$ cat src/rtl/lsm_pkg.sv
package lsm_pkg;

    typedef enum logic [2:0] {
        K_COPY    = 3'd0,
        K_LOAD    = 3'd1,
        K_LOADRET = 3'd2,
        K_STORE   = 3'd3,
        K_BASEADD = 3'd4,
        K_BASESUB = 3'd5
    } uop_kind_e;

    typedef enum logic [1:0] {
        S_IDLE,
        S_COPY,
        S_XFER,
        S_WBACK
    } seq_state_e;

endpackage

$ cat src/rtl/lsm_popcnt.sv
module lsm_popcnt #(
    parameter int W = 16,
    localparam int CW = $clog2(W + 1)
) (
    input  logic [W-1:0]  vec_i,
    output logic [CW-1:0] cnt_o
);
    always_comb begin
        cnt_o = '0;
        for (int i = 0; i < W; i++) begin
            cnt_o = cnt_o + CW'(vec_i[i]);
        end
    end
endmodule

$ cat src/rtl/lsm_lowbit.sv
module lsm_lowbit #(
    parameter int W = 16,
    localparam int IW = $clog2(W)
) (
    input  logic [W-1:0]  vec_i,
    output logic [IW-1:0] idx_o,
    output logic [W-1:0]  rest_o
);
    // lowest set bit wins; the remainder has that bit cleared
    always_comb begin
        idx_o = '0;
        for (int i = W - 1; i >= 0; i--) begin
            if (vec_i[i]) idx_o = IW'(i);
        end
    end

    assign rest_o = vec_i & (vec_i - W'(1));
endmodule

$ cat src/rtl/lsm_uop_seq.sv
module lsm_uop_seq
    import lsm_pkg::*;
#(
    parameter int LIST_W     = 16,
    parameter int WORD_BYTES = 4,
    localparam int IDX_W     = $clog2(LIST_W),
    localparam int REG_W     = IDX_W + 1,
    localparam int OFF_W     = $clog2(LIST_W * WORD_BYTES + 1),
    localparam int CNT_W     = $clog2(LIST_W + 1)
) (
    input  logic              clk,
    input  logic              rst_n,
    input  logic              start_i,
    input  logic [LIST_W-1:0] reg_list_i,
    input  logic [IDX_W-1:0]  base_idx_i,
    input  logic              up_i,
    input  logic              pre_i,
    input  logic              wb_i,
    input  logic              load_i,
    input  logic              usr_i,
    output logic              busy_o,
    output logic              uop_valid_o,
    input  logic              uop_ready_i,
    output logic [2:0]        uop_kind_o,
    output logic [REG_W-1:0]  uop_reg_o,
    output logic [REG_W-1:0]  uop_base_o,
    output logic [OFF_W-1:0]  uop_offset_o,
    output logic              uop_ubank_o,
    output logic              uop_last_o
);
    localparam int PC_IDX = LIST_W - 1;
    localparam logic [REG_W-1:0] TEMP_IDX = REG_W'(LIST_W);
    localparam int OX = OFF_W + 1;
    localparam logic [OFF_W-1:0] STEP = OFF_W'(WORD_BYTES);

    seq_state_e state_q, state_d;

    logic [LIST_W-1:0] list_q;
    logic [IDX_W-1:0]  base_q;
    logic              up_q, wb_q, load_q, usr_q, pcin_q;
    logic [CNT_W-1:0]  cnt_q;
    logic [OFF_W-1:0]  off_q;

    logic [CNT_W-1:0]  in_cnt;
    logic [IDX_W-1:0]  low_idx;
    logic [LIST_W-1:0] rest;
    logic [OX-1:0]     start_off;
    logic              fire;
    uop_kind_e         kind;

    lsm_popcnt #(.W(LIST_W)) u_popcnt (
        .vec_i (reg_list_i),
        .cnt_o (in_cnt)
    );

    lsm_lowbit #(.W(LIST_W)) u_lowbit (
        .vec_i  (list_q),
        .idx_o  (low_idx),
        .rest_o (rest)
    );

    // start offset: up -> 0, down -> N*W-W, pre-index adds one word
    always_comb begin
        start_off = up_i ? '0
                  : (OX'(in_cnt) * OX'(WORD_BYTES) - OX'(WORD_BYTES));
        if (pre_i) start_off = start_off + OX'(WORD_BYTES);
    end

    assign fire = uop_valid_o & uop_ready_i;

    // state register
    always_ff @(posedge clk) begin
        if (!rst_n) state_q <= S_IDLE;
        else        state_q <= state_d;
    end

    // next state
    always_comb begin
        state_d = state_q;
        unique case (state_q)
            S_IDLE:  if (start_i) state_d = S_COPY;
            S_COPY:  if (fire) begin
                         if (list_q != '0) state_d = S_XFER;
                         else if (wb_q)    state_d = S_WBACK;
                         else              state_d = S_IDLE;
                     end
            S_XFER:  if (fire && rest == '0) state_d = wb_q ? S_WBACK : S_IDLE;
            S_WBACK: if (fire) state_d = S_IDLE;
            default: state_d = S_IDLE;
        endcase
    end

    // captured instruction and running scan state
    always_ff @(posedge clk) begin
        if (!rst_n) begin
            list_q <= '0;
            base_q <= '0;
            up_q   <= 1'b0;
            wb_q   <= 1'b0;
            load_q <= 1'b0;
            usr_q  <= 1'b0;
            pcin_q <= 1'b0;
            cnt_q  <= '0;
            off_q  <= '0;
        end else if (state_q == S_IDLE && start_i) begin
            list_q <= reg_list_i;
            base_q <= base_idx_i;
            up_q   <= up_i;
            wb_q   <= wb_i;
            load_q <= load_i;
            usr_q  <= usr_i;
            pcin_q <= reg_list_i[PC_IDX];
            cnt_q  <= in_cnt;
            off_q  <= start_off[OFF_W-1:0];
        end else if (state_q == S_XFER && fire) begin
            list_q <= rest;
            off_q  <= up_q ? off_q + STEP : off_q - STEP;
        end
    end

    // outputs
    always_comb begin
        uop_valid_o  = 1'b0;
        kind         = K_COPY;
        uop_reg_o    = '0;
        uop_base_o   = '0;
        uop_offset_o = '0;
        uop_ubank_o  = 1'b0;
        uop_last_o   = 1'b0;
        unique case (state_q)
            S_IDLE: ;
            S_COPY: begin
                uop_valid_o = 1'b1;
                kind        = K_COPY;
                uop_reg_o   = TEMP_IDX;
                uop_base_o  = {1'b0, base_q};
                uop_last_o  = (list_q == '0) && !wb_q;
            end
            S_XFER: begin
                uop_valid_o  = 1'b1;
                if (!load_q)                                      kind = K_STORE;
                else if (usr_q && pcin_q && low_idx == IDX_W'(PC_IDX)) kind = K_LOADRET;
                else                                              kind = K_LOAD;
                uop_reg_o    = {1'b0, low_idx};
                uop_base_o   = TEMP_IDX;
                uop_offset_o = off_q;
                uop_ubank_o  = usr_q && !pcin_q;
                uop_last_o   = (rest == '0) && !wb_q;
            end
            S_WBACK: begin
                uop_valid_o  = 1'b1;
                kind         = up_q ? K_BASEADD : K_BASESUB;
                uop_reg_o    = {1'b0, base_q};
                uop_base_o   = {1'b0, base_q};
                uop_offset_o = OFF_W'(cnt_q) * OFF_W'(WORD_BYTES);
                uop_last_o   = 1'b1;
            end
            default: ;
        endcase
    end

    assign uop_kind_o = kind;
    assign busy_o     = (state_q != S_IDLE);

    // ---------------- assertions ----------------
    logic is_xfer;
    assign is_xfer = uop_valid_o &&
                     (uop_kind_o == K_LOAD || uop_kind_o == K_LOADRET || uop_kind_o == K_STORE);

    assert_hold_R12: assert property (@(posedge clk) disable iff (!rst_n)
        (uop_valid_o && !uop_ready_i) |=> (uop_valid_o && $stable(uop_kind_o) &&
            $stable(uop_reg_o) && $stable(uop_base_o) && $stable(uop_offset_o) &&
            $stable(uop_ubank_o) && $stable(uop_last_o)));

    assert_copy_first_R3: assert property (@(posedge clk) disable iff (!rst_n)
        $rose(busy_o) |-> (uop_kind_o == K_COPY && uop_reg_o == TEMP_IDX && uop_offset_o == '0));

    assert_xfer_base_R4: assert property (@(posedge clk) disable iff (!rst_n)
        is_xfer |-> (uop_base_o == TEMP_IDX));

    assert_offset_step_R6: assert property (@(posedge clk) disable iff (!rst_n)
        (fire && is_xfer) |=> (!is_xfer ||
            uop_offset_o == (up_q ? $past(uop_offset_o) + STEP : $past(uop_offset_o) - STEP)));

    assert_last_ends_R8: assert property (@(posedge clk) disable iff (!rst_n)
        (fire && uop_last_o) |=> !uop_valid_o);

    assert_wb_final_R7: assert property (@(posedge clk) disable iff (!rst_n)
        (uop_valid_o && (uop_kind_o == K_BASEADD || uop_kind_o == K_BASESUB)) |-> uop_last_o);

    assert_ret_pc_R9: assert property (@(posedge clk) disable iff (!rst_n)
        (uop_valid_o && uop_kind_o == K_LOADRET) |-> (uop_reg_o == REG_W'(PC_IDX) && !uop_ubank_o));

    assert_busy_valid_R2: assert property (@(posedge clk) disable iff (!rst_n)
        busy_o == uop_valid_o);
endmodule

$ cat config.mk
export PLATFORM = sky130hd
export DESIGN_NAME = lsm_uop_seq
export DESIGN_NICKNAME = d
export VERILOG_FILES = /design/src/rtl/lsm_pkg.sv /design/src/rtl/lsm_popcnt.sv /design/src/rtl/lsm_lowbit.sv /design/src/rtl/lsm_uop_seq.sv
export SDC_FILE = /design/constraint.sdc
export NUM_CORES = 1
export LEC_CHECK = 0
export ABC_AREA = 1
export BUFFER_PORTS_ARGS = -buffer_cell sky130_fd_sc_hd__buf_4
export CORE_MARGIN = 4
export CORE_UTILIZATION = 49
export DETAILED_ROUTE_END_ITERATION = 10
export HOLD_SLACK_MARGIN = 0.15
export PLACE_DENSITY = 0.69
export SLEW_MARGIN = 20
export SYNTH_ARGS = -nofsm -noshare
export SYNTH_HDL_FRONTEND = slang
export SYNTH_HIERARCHICAL = 1
export SYNTH_SLANG_ARGS = --single-unit
$ cat constraint.sdc
create_clock -name clk -period 11.6 [get_ports clk]
set_clock_uncertainty 0.15 [all_clocks]
set_input_delay 1.16 -clock clk [delete_from_list [all_inputs] [get_ports clk]]
set_output_delay 1.16 -clock clk [all_outputs]
set_load 0.02 [all_outputs]
==> impl_metrics.env <==
export IMPL_status="finished, final reports clean"
export IMPL_tritoncts="done"
export IMPL_synth_cell_types=36
export IMPL_path_depth=21
export IMPL_yosys_area_top_type="dfxtp_1"
export IMPL_cp_top_family="adder cells"
export IMPL_worst_path_buf_inv=6
export IMPL_core_mm2=0.00596
export IMPL_critPathLaunchType="primary input"
export IMPL_tightest_slew_ns=0.726
export IMPL_synth_adder_area_share=0.139
export IMPL_endpoint_kind="flip-flop"
export IMPL_synthMuxAreaShare=0
export IMPL_yosys_area_share_simple=0.272
export IMPL_rsz0062_at_grt="false"
export IMPL_fin_crit_sh=0.451
export IMPL_powerDensity_mw_per_mm2=215
export IMPL_syn2layout_area_growth_pct=14.4
export IMPL_arrival_ns=5.31
export IMPL_hold_path_cell_count=2
export IMPL_fin_crit_ns=5.24
export IMPL_clockBufferDepth=2
export IMPL_start_util=0.509
export IMPL_place_hpwl_um=5890
export IMPL_critical_path_required_ns=11.67
export IMPL_cts_resized=0
export IMPL_post_synth_cell_area_avg_um2=6.53
export IMPL_firstDrtPassIters=5
export IMPL_grt_max_degree=40
export IMPL_hold_class="reg -> reg"
export IMPL_netlist_area_mm2=0.00303
export IMPL_grt_use_total=0.211
export IMPL_place_gp_congestion=0.888
export IMPL_synth_top_family_by_area="simple AND/OR/NAND/NOR gates"
export IMPL_tns_ns=0
export IMPL_slew_headroom=0.515
export IMPL_clk_pin_slew_ns=0.07
export IMPL_finalSetupViolations=0
export IMPL_critical_path_class="in -> reg"
export IMPL_timing_hold_violations_final=0
export IMPL_yosysSeqAreaShare=0.244
export IMPL_post_drt_wl_per_cell_um=13.1
export IMPL_clockRootBuffer="clkbuf_8"
export IMPL_fp_dieW_um=86.7
export IMPL_synth_top_area_frac=0.244
export IMPL_grt_pass1_wl_um=12900
export IMPL_syn_inst=465
export IMPL_post_cts_buffers=0
export IMPL_drv_cap=0
export IMPL_critPathMaxFanout=3
export IMPL_timing_hold_ws_ns=0.322
export IMPL_grt_ovfl_total=0
export IMPL_synth_compound_area_frac=0.195
export IMPL_drc=0
export IMPL_holdBufCountCts=0
export IMPL_cts_buffers=5
export IMPL_num_vias=3014
export IMPL_yosysWarnings=6
export IMPL_path_cells="buf_4 > inv_1 > fa_1 > fa_1 > fa_1 > fa_1 > inv_1 > ha_1 > inv_1 > fa_1 > inv_1 > inv_1 > ha_1 > nor2_1 > ha_1 > nand2_1 > nor2_1 > nand2_1 > nand2_1 > nand3_1 > a21oi_1"
export IMPL_wl_um=7570
export IMPL_slowest_stage="fa_1"
export IMPL_rr_worst_depth=8
export IMPL_yosys_area_share_xor_xnor=0.0173
export IMPL_fin_util=0.583
export IMPL_fmax_mhz=191
export IMPL_route_antenna_remaining_nets=0
export IMPL_dieArea_mm2=0.00752
export IMPL_drv_slew=0
export IMPL_synthTopCellsByArea="dfxtp_1, nand2_1, inv_1"
export IMPL_io_buffers=50
export IMPL_rows=28
export IMPL_p_leak_nw=1.66
export IMPL_ys_seq_elements=37
export IMPL_antenna_found_initial=0
export IMPL_ir_drop_uv=125
export IMPL_drt_iter0_drc=219
export IMPL_drive_above_1_share=0.157
export IMPL_clock_latency_ns=0.29
export IMPL_crit_path_max_incr_delay_ns=0.57
export IMPL_chipHeight_um=86.7
export IMPL_clock_sinks=37
export IMPL_grt_pass1_vias=2863
export IMPL_via_per_inst=5.21
export IMPL_pin_count=53
export IMPL_antenna_cells=0
export IMPL_htree_levels=2
export IMPL_nNetsFinal=561
==> sequential cells by signal, summed over array words and instances (netlist names) <==
name	cells
pcin_q	1
list_q	16
usr_q	1
cnt_q	5
base_q	4
off_q	5
wb_q	1
load_q	1
state_q	2
up_q	1
==> cells in the final DEF, fill, tap and decap left out, types with 4 or more instances in the layout <==
master | synthesis | layout
fa_1 | 11 | 11
inv_1 | 69 | 69
a31oi_1 | 19 | 19
inv_2 | 7 | 7
nor2_1 | 63 | 63
o21ai_1 | 14 | 14
clkbuf_8 | 0 | 5
ha_1 | 16 | 16
nor2_2 | 4 | 4
dfxtp_1 | 37 | 37
nand2_1 | 96 | 96
o21ai_0 | 26 | 26
nor2_4 | 4 | 4
nand3_1 | 12 | 12
buf_4 | 4 | 50
a21oi_1 | 38 | 38
==> report_power, final <==
| group | switching [W] | leakage, nW | internal (W) | total (W) |
|---|---|---|---|---|
| clock network | 0.0000451 | 0.0399 | 0.0000396 | 0.0000847 |
| registers | 0.0000306 | 0.306 | 0.000160 | 0.000190 |
| logic | 0.000299 | 1.31 | 0.000171 | 0.000470 |
| total | 0.000375 | 1.66 | 0.000370 | 0.000745 |
==> final cells by class <==
cell class                 count  area (um2)
sequential                    37         741
clock buffer                   5        68.8
multi-input combinational    335        1900
inverter                      76         285
tap                           75        93.8
fill                         616        2480
timing repair buffer          50         375
clock inverter                 1        5.00
==> worst reg2reg max path, cell delays in order (launching register included) <==
cell and delay, ns:
dfxtp_1 0.33, inv_1 0.15, ha_1 0.22, nand2_2 0.43
inv_2 0.60, o21ai_0 0.17, nor2_1 0.12, nor2_1 0.05
a211oi_1 0.15
==> through the flow <==
stage	worst slack (ns)	instances	total power, W	instance area, um2
2_1_floorplan	6.43	466	0.000561	3040
3_3_place_gp	6.18	573	0.000651	3400
3_5_place_dp	6.04	573	0.000660	3400
4_1_cts	6.35	579	0.000747	3470
5_1_grt	6.09	579	0.000833	3470
6_report	6.36	579	0.000745	3470
==> synthesized netlist by cell type (all sizes together) <==
cell type and count:
clkbuf 2, a211oi 1, or2 1, o21bai 1, o31ai 1, nand3 14
inv 76, o21ai 40, a21oi 39, o22ai 3, dfxtp 37, a31oi 19
nor2 71, fa 11, nand3b 3, conb 2, nand2 100, xor2 3
a22o 3, a21boi 1, ha 16, nand4 2, xnor2 3, buf 16
==> final timing paths <==
path,start,slack (ns),to
worst max-delay path,reg_list_i[5],6.36,off_q[6]$_SDFFE_PN0P_
worst min-delay path,base_q[3]$_SDFFE_PN0P_,0.32,base_q[3]$_SDFFE_PN0P_
worst min register to register,base_q[3]$_SDFFE_PN0P_,0.32,base_q[3]$_SDFFE_PN0P_
worst max register to register,state_q[0]$_SDFFE_PN0P_,9.15,off_q[3]$_SDFFE_PN0P_
==> logic make-up (layout without fill, tap and decap cells) <==
kind of cell,count (synthesis),count (layout)
other,2,3
buffers and inverters,94,132
AO/OA/AOI/OAI,108,108
flip-flops,37,37
XOR/XNOR,6,6
adder cells (fa/ha/maj),27,27
AND/OR/NAND/NOR,191,191
==> routing by layer <==
metal	global-route usage	wire [um]	vias up
met5	0	0	-
met4	0.0524	108	0
met3	0.0333	348	12
met2	0.339	3430	69
met1	0.296	3690	1380
li1	-	-	1553
(Power assumes the default switching activity.)
